File: src/rtl/cc_timer.sv
`timescale 1ns/1ps
module cc_timer #(
  parameter int CW  = 16,
  parameter int NCH = 4,
  parameter int DTW = 8,
  parameter int AW  = 4
) (
  input  logic              clk,
  input  logic              rst_n,
  input  logic              wr_en,
  input  logic [AW-1:0]     wr_addr,
  input  logic [CW-1:0]     wr_data,
  input  logic [NCH-1:0]    evt_in,
  input  logic [NCH-1:0]    cap_rd,
  output logic [CW-1:0]     cnt_out,
  output logic [NCH*CW-1:0] cap_val,
  output logic [NCH-1:0]    cap_full,
  output logic [NCH-1:0]    cap_ovf,
  output logic [NCH-1:0]    out_p,
  output logic [NCH-1:0]    out_n,
  output logic              wrap_pulse
);
  localparam logic [1:0] M_OFF = 2'd0, M_CAP = 2'd1, M_CMP = 2'd2, M_PWM = 2'd3;
  localparam logic [AW-1:0] A_TOP = AW'(0), A_RUN = AW'(1), A_DT = AW'(2);
  localparam int A_CFG = 4, A_THR = 8;

  logic [CW-1:0]  cnt_q, top_q;
  logic [DTW-1:0] dt_q;
  logic           run_q;
  logic           wrap;
  logic [NCH-1:0] is_pwm, is_cmp;

  assign wrap    = run_q && (cnt_q == top_q);
  assign cnt_out = cnt_q;

  always_ff @(posedge clk or negedge rst_n) begin
    if (!rst_n) begin
      cnt_q      <= '0;
      top_q      <= '1;
      dt_q       <= '0;
      run_q      <= 1'b0;
      wrap_pulse <= 1'b0;
    end else begin
      wrap_pulse <= wrap;
      if (wrap)       cnt_q <= '0;
      else if (run_q) cnt_q <= cnt_q + CW'(1);
      if (wr_en && wr_addr == A_TOP) top_q <= wr_data;
      if (wr_en && wr_addr == A_RUN) run_q <= wr_data[0];
      if (wr_en && wr_addr == A_DT)  dt_q  <= wr_data[DTW-1:0];
    end
  end

  for (genvar i = 0; i < NCH; i++) begin : g_ch
    localparam logic [AW-1:0] CFG_ADDR = AW'(A_CFG + i);
    localparam logic [AW-1:0] THR_ADDR = AW'(A_THR + i);
    logic [1:0]     mode, edg;
    logic [CW-1:0]  thr_buf, thr_act, cap_q;
    logic           evt_q, raw_q, raw_d, hit, full_q, ovf_q, cfg_wr, thr_wr, dt_done;
    logic [DTW-1:0] dtc;

    assign cfg_wr  = wr_en && wr_addr == CFG_ADDR;
    assign thr_wr  = wr_en && wr_addr == THR_ADDR;
    assign hit     = (mode == M_CAP) &&
                     ((edg[0] && evt_in[i] && !evt_q) || (edg[1] && !evt_in[i] && evt_q));
    assign raw_d   = (mode == M_PWM) ? (cnt_q < thr_act) :
                     (mode == M_CMP) ? (cnt_q >= thr_act) : 1'b0;
    assign dt_done = (dtc == '0);

    always_ff @(posedge clk or negedge rst_n) begin
      if (!rst_n) begin
        mode    <= M_OFF;
        edg     <= '0;
        thr_buf <= '0;
        thr_act <= '0;
        cap_q   <= '0;
        evt_q   <= 1'b0;
        raw_q   <= 1'b0;
        full_q  <= 1'b0;
        ovf_q   <= 1'b0;
        dtc     <= '0;
      end else begin
        evt_q <= evt_in[i];
        if (cfg_wr) begin
          mode   <= wr_data[1:0];
          edg    <= wr_data[3:2];
          ovf_q  <= 1'b0;
          full_q <= 1'b0;
        end
        if (wrap && mode == M_PWM) thr_act <= thr_buf;
        if (thr_wr) begin
          thr_buf <= wr_data;
          if (mode != M_PWM) thr_act <= wr_data;
        end
        if (hit) begin
          cap_q  <= cnt_q;
          full_q <= 1'b1;
          if (full_q && !cap_rd[i]) ovf_q <= 1'b1;
        end else if (cap_rd[i]) begin
          full_q <= 1'b0;
        end
        raw_q <= raw_d;
        if (raw_d != raw_q) dtc <= dt_q;
        else if (!dt_done)  dtc <= dtc - DTW'(1);
      end
    end

    assign is_pwm[i] = (mode == M_PWM);
    assign is_cmp[i] = (mode == M_CMP);
    assign out_p[i]  = is_pwm[i] ? (raw_q && dt_done) : (is_cmp[i] && raw_q);
    assign out_n[i]  = is_pwm[i] && !raw_q && dt_done;
    assign cap_val[i*CW +: CW] = cap_q;
    assign cap_full[i] = full_q;
    assign cap_ovf[i]  = ovf_q;
  end
endmodule

File: config.mk
export PLATFORM = sky130hd
export DESIGN_NAME = cc_timer
export DESIGN_NICKNAME = d
export VERILOG_FILES = /design/src/rtl/cc_timer.sv
export SDC_FILE = /design/constraint.sdc
export NUM_CORES = 1
export LEC_CHECK = 0
export ABC_AREA = 1
export BUFFER_PORTS_ARGS = -buffer_cell sky130_fd_sc_hd__buf_2
export CORE_AREA = 5 5 157 159
export CTS_BUF_LIST = sky130_fd_sc_hd__clkbuf_8
export DETAILED_ROUTE_END_ITERATION = 6
export DIE_AREA = 0 0 162 164
export GPL_ROUTABILITY_DRIVEN = 0
export PLACE_DENSITY = 0.87
export SYNTH_ARGS = -nofsm -noshare
export SYNTH_HDL_FRONTEND = slang
export SYNTH_SLANG_ARGS = --single-unit
File: constraint.sdc
create_clock -name clk -period 3 [get_ports clk]
set_input_delay 0.3 -clock clk [delete_from_list [all_inputs] [get_ports clk]]
set_output_delay 0.3 -clock clk [all_outputs]
set_load 0.01 [all_outputs]
==> metrics <==
status=completed; via count=13700; DR pass1 iterations=6; largest family of logic cells by synthesized area=simple AND/OR/NAND/NOR gates; Post-Syn Area per Cell=7.86 µm²; FF-to-FF End=g_ch[2].dtc[1]; Comb power frac=28.4%; Die Ht=164 µm; HP Class=in -> reg; Core Rows=56; Core ar.=23100 µm²; Hold Vio Cnt, Final=0; Cell Area, Synth=15200 µm²; area delta synth->final=13.2%; WS Path Type=reg -> out; vias in the first global route=13500; worst flop-to-flop path startpoint=cnt_out[11]; Seq pwr share=44.0%; final worst path period need=2.91 ns; Critical Path Source Type=register; die area=26600 µm²; register area share after synthesis=49.3%; clock power share=27.7%; Final period util=96.9%; mux contribution to synthesized area=0%; final setup fails=0; Root Buffer=clkbuf_8; Layout Nets=2175; Synth Area in Adders=5.69%; DP Area=16000 µm²; maximum clock frequency=344 MHz; Final Skew=0.0297 ns; TritonCTS clock tree=yes; synthesized flop and latch total=298; drt wl/cell=17.5 µm; Pleak=9.58 nW; GRT Overall Usage=31.8%; Sw Ratio=35.8%; worst r2r path cells=12; pin count of the biggest net entering global routing=89; crit end category=output pin; critical hold path startpoint=wr_data[3]; Synth Net Count=2028; initial core utilization=65.6%; initial antenna violation count=0; R2R Setup Slk=0.25 ns; pwr dens=745 nW/µm²; Max Transition Viols Final=0; CTS Buf Count=49; io pins=128; DRC=0; Synth Area in Compound Gates=9.75%; # port buffers=127; final worst slack=0.0917 ns; dpl ws=0.307 ns; simple-gate share of the synthesized area=25.6%; WP data required=2.70 ns; unrepaired setup endpoints after global routing=true; Max Fanout on Critical Path=9; Critical Path Source=g_ch[3].dtc[0]; worst setup path end=out_n[3]; worst vdd rail ir drop=558 µV; final instance area=17200 µm²; xor-xnor portion of the synthesized cell area=1.21%; final setup TNS=0 ns; Max Cap Viol=0; layout cell share with drive strength beyond 1=13.6%; Netlist cell types=39; global-route wire length before repair=67500 µm; initial drt markers=1461; total overflow reported by the global router=0; Antenna Cells=0; Reg clk slew, reported paths=0.05 ns; Vias/cell=5.71; htree depth=2; Detail Route Antenna Nets=0; Syn Inst Count=1928; Synth Warn #=0; drt total wl=42000 µm; CP arrival=2.61 ns; Int Pwr=0.00821 W; worst rel slew slack=23.8%; CTS Buffer Depth=3; DIE WIDTH=162 µm; worst skew pair latency=0.59 ns; Switch Pwr=0.00458 W; HPWL after DPL=29000 µm; worst slew pin tran=1.14 ns; clock sink total=298
==> final cells by class <==
| cell class | count | area (µm²) |
|---|---|---|
| clock buffer | 64 | 881 |
| inverter | 259 | 972 |
| timing repair buffer | 157 | 916 |
| fill | 1673 | 5950 |
| clock inverter | 25 | 113 |
| multi-input combinational | 1310 | 6450 |
| tap | 290 | 363 |
| sequential | 298 | 7480 |
==> Yosys cell counts, drive strengths merged <==
cell type | count | share of area (%)
nand2 | 619 | 15
dfrtp | 282 | 47
inv | 253 | 6.3
o21ai | 219 | 7.2
nor2 | 143 | 4.0
nand3 | 113 | 3.7
ha | 69 | 5.7
a21oi | 55 | 1.8
clkbuf | 39 | 0.97
buf | 22 | 1.0
nand4 | 21 | 0.91
nor3 | 17 | 0.73
dfstp | 16 | 2.8
or2 | 15 | 0.62
xor2 | 15 | 0.87
a21o | 7 | 0.35
clkinv | 6 | 0.15
xnor2 | 6 | 0.35
a211oi | 4 | 0.20
nand3b | 2 | 0.099
and3 | 1 | 0.041
nor3b | 1 | 0.050
o2111ai | 1 | 0.058
o21bai | 1 | 0.050
o31ai | 1 | 0.050
==> how the worst min path moves through the flow <==
stage | to | slack [ns] | cells past startpoint
final | g_ch[1].edg[1] | 0.03 | 3
after global routing | g_ch[2].ovf_q | 0.03 | 4
after floorplan | cnt_out[0] | 0.004 | 0
after global placement | g_ch[0].cap_q[5] | 0.31 | 1
after detailed placement | g_ch[0].cap_q[5] | 0.31 | 1
after CTS | g_ch[0].full_q | 0.005 | 4
==> kinds of logic after synthesis <==
kind of cell             count (synthesis)
AND/OR/NAND/NOR                        932
buffers and inverters                  320
flip-flops                             298
AO/OA/AOI/OAI                          288
adder cells (fa/ha/maj)                 69
XOR/XNOR                                21
==> layout by cell type, fill, tap and decap left out, drive strengths merged, types with 15 or more instances in the layout <==
cell type,netlist,final
xor2,15,15
buf,22,149
nand3,113,113
clkbuf,39,64
nand4,21,21
or2,15,15
a21oi,55,55
dfstp,16,16
nor2,143,143
inv,253,273
nor3,17,17
nand2,619,619
ha,69,69
o21ai,219,219
dfrtp,282,282
==> power groups by stage <==
stage	logic, W	clock network (W)	registers, W
after floorplan	0.00253	0	0.00551
after detailed placement	0.00352	0	0.00564
after global routing	0.00416	0.00376	0.00571
final	0.00363	0.00354	0.00563
after CTS	0.00358	0.00356	0.00559
after global placement	0.00334	0	0.00561
==> state kept, by name, indices dropped and copies added, names as in the netlist <==
signal / flops
g_ch.full_q: 4
cnt_out: 16
g_ch.cap_q: 64
g_ch.ovf_q: 4
top_q: 16
dt_q: 8
g_ch.raw_q: 4
g_ch.thr_buf: 64
g_ch.thr_act: 64
g_ch.evt_q: 4
run_q: 1
g_ch.edg: 8
g_ch.mode: 8
g_ch.dtc: 32
wrap_pulse: 1
==> metal layers <==
layer | routed length [µm] | part of all wire, % | track usage (%)
met5 | 0 | 0 | 0
met4 | 1910 | 4.5 | 14.2
met3 | 3780 | 9.0 | 6.25
met2 | 19600 | 47 | 52.2
met1 | 16700 | 40 | 41.4
==> repair_timing <==
action	CTS	global route
setup endpoints to repair	3	15
hold buffers	8	0
pin swaps	0	1
hold endpoints to repair	73	0
setup buffers	0	1
resized for setup	2	6
==> worst max-delay path: stages, from the launching register on <==
cell and delay (ns):
dfrtp_1 0.36, inv_1 0.12, ha_1 0.20, nand2_1 0.09
nor3_1 0.13, inv_1 0.07, or2_2 0.31, nor2_4 0.21
inv_1 0.12, nor3_1 0.25, buf_2 0.20
==> stage by stage <==
| step | power [W] | utilization (%) | std cells | hold slack [ns] |
|---|---|---|---|---|
| after floorplan | 0.00805 | - | 1928 | 0.00441 |
| after global placement | 0.00895 | 69.4 | 2305 | 0.308 |
| after detailed placement | 0.00916 | 69.4 | 2305 | 0.311 |
| after CTS | 0.0127 | 74.1 | 2402 | 0.00520 |
| after global routing | 0.0136 | 74.2 | 2403 | 0.0294 |
| final | 0.0128 | 74.2 | 2403 | 0.0253 |
Power figures use the tool's default switching activity.
